$ cat src/rtl/dma_bus_arbiter.sv
module dma_bus_arbiter #(
  parameter int NCH = 8,
  parameter int BLW = 4,
  localparam int CW = (NCH > 1) ? $clog2(NCH) : 1
) (
  input  logic               clk,
  input  logic               rst_n,
  input  logic               mmu_req,
  input  logic               seq_req,
  input  logic [NCH-1:0]     ch_want,
  input  logic [NCH-1:0]     ch_en,
  input  logic [NCH*BLW-1:0] burst_len,
  input  logic               gnt_n,
  input  logic               dw_ack,
  input  logic               retry,
  output logic               req_n,
  output logic               xfer_busy,
  output logic [1:0]         xfer_src,
  output logic [CW-1:0]      xfer_ch,
  output logic [NCH-1:0]     retry_pend
);
  localparam int LW = BLW + 1;
  localparam int MMU_BURST = 2;
  localparam int SEQ_BURST = 4;
  localparam logic [1:0] SRC_MMU = 2'd0;
  localparam logic [1:0] SRC_SEQ = 2'd1;
  localparam logic [1:0] SRC_DAT = 2'd2;

  logic [CW-1:0]  q_mem [NCH];
  logic [CW-1:0]  q_hd, q_tl;
  logic [CW:0]    q_cnt;
  logic [NCH-1:0] queued, en_sh;
  logic [1:0]     turn, src, pick;
  logic [CW-1:0]  ch, enq_ch;
  logic [LW-1:0]  len, cnt;
  logic           busy, pick_v, enq_v;

  wire           own    = !gnt_n;
  wire           q_ne   = q_cnt != '0;
  wire [CW-1:0]  hd_ch  = q_mem[q_hd];
  wire           hd_rp  = retry_pend[hd_ch];
  wire           dat_ok = q_ne && (en_sh[hd_ch] || hd_rp);
  wire [2:0]     pend   = {dat_ok, seq_req, mmu_req};
  wire [BLW-1:0] fld    = burst_len[int'(hd_ch)*BLW +: BLW];
  wire [NCH-1:0] cand   = ch_want & en_sh & ~queued;

  always_comb begin
    pick   = SRC_MMU;
    pick_v = 1'b0;
    for (int k = 2; k >= 0; k--) begin
      int s;
      s = (int'(turn) + k) % 3;
      if (pend[s]) begin
        pick   = 2'(s);
        pick_v = 1'b1;
      end
    end
  end

  always_comb begin
    enq_v  = 1'b0;
    enq_ch = '0;
    for (int i = NCH - 1; i >= 0; i--) begin
      if (cand[i]) begin
        enq_v  = 1'b1;
        enq_ch = CW'(i);
      end
    end
  end

  wire start  = !busy && own && pick_v;
  wire acc    = busy && own && dw_ack && !retry;
  wire rty    = busy && own && retry;
  wire fin_ok = acc && (cnt == len - LW'(1));
  wire fin    = fin_ok || rty;
  wire drop   = q_ne && !en_sh[hd_ch] && !hd_rp && !(busy && src == SRC_DAT);
  wire deq    = (fin_ok && src == SRC_DAT) || drop;

  always_ff @(posedge clk) begin
    if (!rst_n) begin
      for (int i = 0; i < NCH; i++) q_mem[i] <= '0;
      q_hd       <= '0;
      q_tl       <= '0;
      q_cnt      <= '0;
      queued     <= '0;
      en_sh      <= '0;
      retry_pend <= '0;
    end else begin
      for (int i = 0; i < NCH; i++)
        if (!retry_pend[i]) en_sh[i] <= ch_en[i];
      if (enq_v) begin
        q_mem[q_tl]    <= enq_ch;
        q_tl           <= (q_tl == CW'(NCH - 1)) ? '0 : q_tl + 1'b1;
        queued[enq_ch] <= 1'b1;
      end
      if (deq) begin
        q_hd          <= (q_hd == CW'(NCH - 1)) ? '0 : q_hd + 1'b1;
        queued[hd_ch] <= 1'b0;
      end
      q_cnt <= q_cnt + {{CW{1'b0}}, enq_v} - {{CW{1'b0}}, deq};
      if (rty && src == SRC_DAT) retry_pend[ch] <= 1'b1;
      if (fin_ok && src == SRC_DAT) retry_pend[ch] <= 1'b0;
    end
  end

  always_ff @(posedge clk) begin
    if (!rst_n) begin
      busy <= 1'b0;
      turn <= SRC_MMU;
      src  <= SRC_MMU;
      ch   <= '0;
      len  <= '0;
      cnt  <= '0;
    end else if (start) begin
      busy <= 1'b1;
      src  <= pick;
      ch   <= (pick == SRC_DAT) ? hd_ch : '0;
      cnt  <= '0;
      case (pick)
        SRC_MMU: len <= LW'(MMU_BURST);
        SRC_SEQ: len <= LW'(SEQ_BURST);
        default: len <= {~|fld, fld};
      endcase
    end else if (fin) begin
      busy <= 1'b0;
      turn <= (src == SRC_DAT) ? SRC_MMU : src + 2'd1;
    end else if (acc) begin
      cnt <= cnt + LW'(1);
    end
  end

  assign req_n     = !(busy || |pend);
  assign xfer_busy = busy;
  assign xfer_src  = src;
  assign xfer_ch   = ch;
endmodule

$ cat config.mk
export PLATFORM = sky130hd
export DESIGN_NAME = dma_bus_arbiter
export DESIGN_NICKNAME = d
export VERILOG_FILES = /design/src/rtl/dma_bus_arbiter.sv
export SDC_FILE = /design/constraint.sdc
export NUM_CORES = 1
export LEC_CHECK = 0
export BUFFER_PORTS_ARGS = -buffer_cell sky130_fd_sc_hd__buf_4
export CAP_MARGIN = 40
export CORE_MARGIN = 4
export CORE_UTILIZATION = 50
export DETAILED_ROUTE_END_ITERATION = 12
export GPL_ROUTABILITY_DRIVEN = 0
export PLACE_DENSITY = 0.7
export SETUP_SLACK_MARGIN = 0.02
export SYNTH_ARGS = -nofsm -noshare
export SYNTH_HDL_FRONTEND = slang
export SYNTH_SLANG_ARGS = --single-unit
$ cat constraint.sdc
create_clock -name clk -period 4.7 [get_ports clk]
set_clock_uncertainty 0.2 [all_clocks]
set_input_delay 0.94 -clock clk [delete_from_list [all_inputs] [get_ports clk]]
set_output_delay 0.94 -clock clk [all_outputs]
set_load 0.03 [all_outputs]
; ---- Yosys cells after proc, flatten, opt, wreduce, memory -nomap -nowiden
; Memory sizes are Yosys's and may differ from the RTL's. A register that Yosys moved wholly into a read port is not among the register bits.
; Cells that the tools add are included.
; Widths: inputs -> output; s select.
[word_totals]
out_inout_bits = 15
word_cells = 161
regBits = 52
ram_bits = 24
in_bits = 55
n_memories = 1
[mem_list]
columns = memory, words, word_bits, rd, rd_ports_with_merged_regs, wr, line
row1 = q_mem, 8, 3, 1, 1, 8, 29  ; logic [CW-1:0] q_mem [NCH];
[op_classes]
n_bitwise = 12
muxes = 63
reduce_logical = 38
shifts = 1
eq_ne = 6
div_mod_pow = 3
add_sub_neg = 9
order_cmp = 9
[ops]
columns = cell, count
row1 = $lt 32x4->1 const B, 3
row2 = $mod 32x3->32 const B, 2
row3 = $mux 8, 6
row4 = $mux 3, 15
row5 = $and 8x8->8, 4
row6 = $mod 3x3->32 const B, 1
row7 = $shiftx 32x6->4, 1
row8 = $mux 1, 29
row9 = $not 8->8, 3
row10 = $logic_and 1x1->1, 17
row11 = $or 8x8->8, 2
row12 = $lt 3x4->1 const B, 3
row13 = $pmux 5 s2, 1
row14 = $demux 1 s3, 3
row15 = $ge 3x1->1 const B, 3
row16 = $logic_not 1->1, 8
row17 = $mux 2, 4
row18 = $add 3x1->3 const B, 2
row19 = $bmux 1 s2, 3
row20 = $bmux 1 s3, 2
row21 = $eq 3x3->1 const B, 2
row22 = $reduce_or 3->1, 2
row23 = $add 5x1->5 const B, 1
row24 = $eq 5x5->1, 1
row25 = other kinds (16), 23

; ---- Longest topological paths before layout
[depth]
word_depth = 19
ltp_mapped = 15
depth_no_buf = 15

; ---- Worst setup path before layout
; Ideal clock, no wire load.
[synth_timing]
path_type = reg-to-output
startpoint = register (tool-made name)
endpoint = output port req_n
path_buffers = 1
arrival_time_ps = 2841
required_time_ps = 3560
path_stages_with_launch = 8
slack_ps = 719
path_cell_list = dfxtp_1 > buf_6 > mux4_2 > mux2_4 > and2_1 > a32oi_2 > a31oi_2 > nor4_1
[synth_lines]
columns = element, line
row1 = end: declaration, 16  ; output logic req_n,

==> reports/metrics.yaml <==
status: "finished, final reports clean"
core_um2: 8180
grt_max_degree: 33
holdWs_ns: 0.292
dpl_cell_area_um2: 4790
post-place-ws_ns: 0.692
yosysWarnings: 0
syn_nets: 500
cts_buffers: 9
fin_ws_ns: 0.374
cts.sinks: 79
die_area_um2: 9920
cts_root_buf: "clkbuf_8"
crit_type: "reg2out"
syn_inst: 431
ff2ff_setup_slack_ns: 0.69
top_level_ports: 70
synth_mux_area_share_pct: 11.7
finalSetupTns_ns: 0
synth.yosys.seq_area_share_pct: 43.4
ys_top_cells_by_area: "dfxtp_1 26%, edfxtp_1 17%, mux2i_1 6.9%, nor2_1 6.5%, ha_1 3.9%"
ys_dominant_reg_cell: "dfxtp_1"
multi_input_area_um2: 2230
numPortBuffers: 69
fmaxAchievable_ghz: 0.231
cp-end-kind: "primary output"
routed_via_density: 5.83
min_path_cells: 1
slew_viol_final: 0
min_to: "len[4]"
htree_levels: 3
finalInstanceArea_um2: 5030
cts_setup_buffers: 0
synth_adder_area_share_pct: 4.59
grt_pass1_wl_um: 17000
die_y_um: 99.6
ctsResizeCount: 0
finalCritPeriodShare_pct: 92.0
syn_area_per_cell_um2: 9.73
area_growth_pct: 19.8
nFillCells: 690
synth_top_family_by_area: "simple AND/OR/NAND/NOR gates"
start_kind: "flip-flop"
ys_ff_latch: 79
drc: 0
drt_iter0_markers: 153
setup_viol: 0
hold_viol: 0
cts_tree: "built"
p_leak_uw: 0.00202
cts-hold-fix-buffers: 0
routedWlPerCell_um: 17.2
synthDistinctLibCells: 65
slew_headroom_pct: 46.8
track_usage_pct: 21.6
layout_common_cells: "73 x nor2_1, 73 x buf_4, 55 x dfxtp_1, 40 x nand2_1, 29 x mux2i_1"
arrival_ns: 3.19
vias: 3543
synth_edf_count: 24
start_util_pct: 51.3
antenna_found_initial: 0
post-dp-hpwl_um: 7880
rsz0062_at_grt: "false"
nets: 567
cellPowerDensity_nw_per_um2: 456
hp-start: "len[4]"
tightest_slew_ns: 0.790
grt_pass1_vias: 3462
path_max_fanout: 26
routed_wl_um: 10400
synth_top_area_share_pct: 26.2
antennaDiodeCount: 0
hold_class: "reg2reg"
async_flop_share_pct: 0
antenna_left: 0
synth_top_cell_by_area: "dfxtp_1"
r2r_cells: 13
required_ns: 3.56
drive_above_1_share_pct: 22.3
row_count: 33
maxCapViolCount: 0
synth-compound-area-share_pct: 14.8
die-width_um: 99.6
netlist_area_um2: 4200
timing.rr.end: "q_cnt[2]"
regArea_um2: 1820
clkLatencyLatePin_ns: 0.34
synthSimpleGateAreaFrac_pct: 19.3
vdd_drop_max_uv: 192
fin_crit_ns: 4.33
synth_xor_xnor_area_share_pct: 2.71
cts_buffer_depth: 2
grt-ovfl-total: 0
path_clk_slew_ns: 0.08
utilization_pct: 61.5
drt_pass1_iterations: 4
[per-layer routing]
| layer | wire length, um | GRT usage (%) | part of all wire (%) | up-vias |
|---|---|---|---|---|
| li1 | - | - | - | 1713 |
| met1 | 4290 | 26.3 | 41 | 1705 |
| met2 | 5410 | 38.9 | 52 | 107 |
| met3 | 552 | 3.09 | 5.3 | 18 |
| met4 | 191 | 7.35 | 1.8 | 0 |
| met5 | 0 | 0 | 0 | - |
[stage by stage]
stage                     total power [uW]  instances
final                                 2290        608
after global routing                  2430        608
after CTS                             2300        608
after detailed placement              1700        592
after global placement                1680        592
after floorplan                       1500        431
[worst max-delay path by stage]
stage,endpoint,slack [ns],cells after the start
final,req_n,0.37,7
after global routing,req_n,0.14,7
after CTS,req_n,0.36,7
after detailed placement,q_cnt[2],0.69,13
after global placement,q_cnt[2],0.85,13
after floorplan,req_n,0.72,7
[flip-flops by register name, indices dropped and copies added, names as in the netlist, named ones only]
register    cells
q_cnt           4
q_hd            3
retry_pend      8
xfer_src        2
q_tl            3
queued          8
q_mem          24
xfer_busy       1
turn            2
cnt             5
len             5
en_sh           8
xfer_ch         3
[cell usage after synthesis (2+ instances only)]
cell type,instances
nor3b_1,3
nor3_1,14
a41oi_1,4
nor4_1,2
buf_1,2
o211ai_1,4
mux4_2,7
and4_1,3
clkbuf_1,11
a21o_1,2
nand2b_1,4
mux2i_1,29
and2_1,3
o221a_2,6
a211oi_1,11
or3_1,4
buf_6,2
edfxtp_1,24
o2bb2ai_1,6
mux2i_2,2
nand3b_1,6
a21oi_1,11
xor2_1,6
o21ai_0,9
nand4_1,4
a31oi_1,6
a22oi_1,3
nor2_1,73
nand2_1,40
ha_1,13
nand3_1,8
xnor2_1,7
dfxtp_1,55
inv_1,16
[final cells by class]
class	count	area share, %
clock buffers	9	2.46
clock inverters	7	2.22
inverters	17	1.27
multi-input cells	318	44.3
flip-flops and latches	79	36.2
well taps	105	2.61
repair buffers	73	10.9
[power by group]
group / internal (uW) / switching (uW) / leakage [uW]
combinational: 369 / 481 / 0.00121
clock: 349 / 250 / 0.000118
sequential: 773 / 69.4 / 0.000698
total: 1490 / 800 / 0.00202
[critical path, cell delays in order (launching register included)]
cell and delay [ns]:
dfxtp_1 0.58, mux2i_1 0.13, mux4_2 0.77, or3_1 0.41, a32oi_2 0.29, a31oi_2 0.21
nor4_1 0.23, buf_4 0.21
[cell families (layout without fill, tap and decap cells)]
| kind of cell | after synthesis | in the layout |
|---|---|---|
| compound gates | 78 | 78 |
| fa+ha+maj | 15 | 15 |
| buf+inv | 34 | 106 |
| mux | 39 | 39 |
| flops | 79 | 79 |
| simple gates | 173 | 173 |
| xor+xnor | 13 | 13 |
Power figures use the tool's default switching activity.
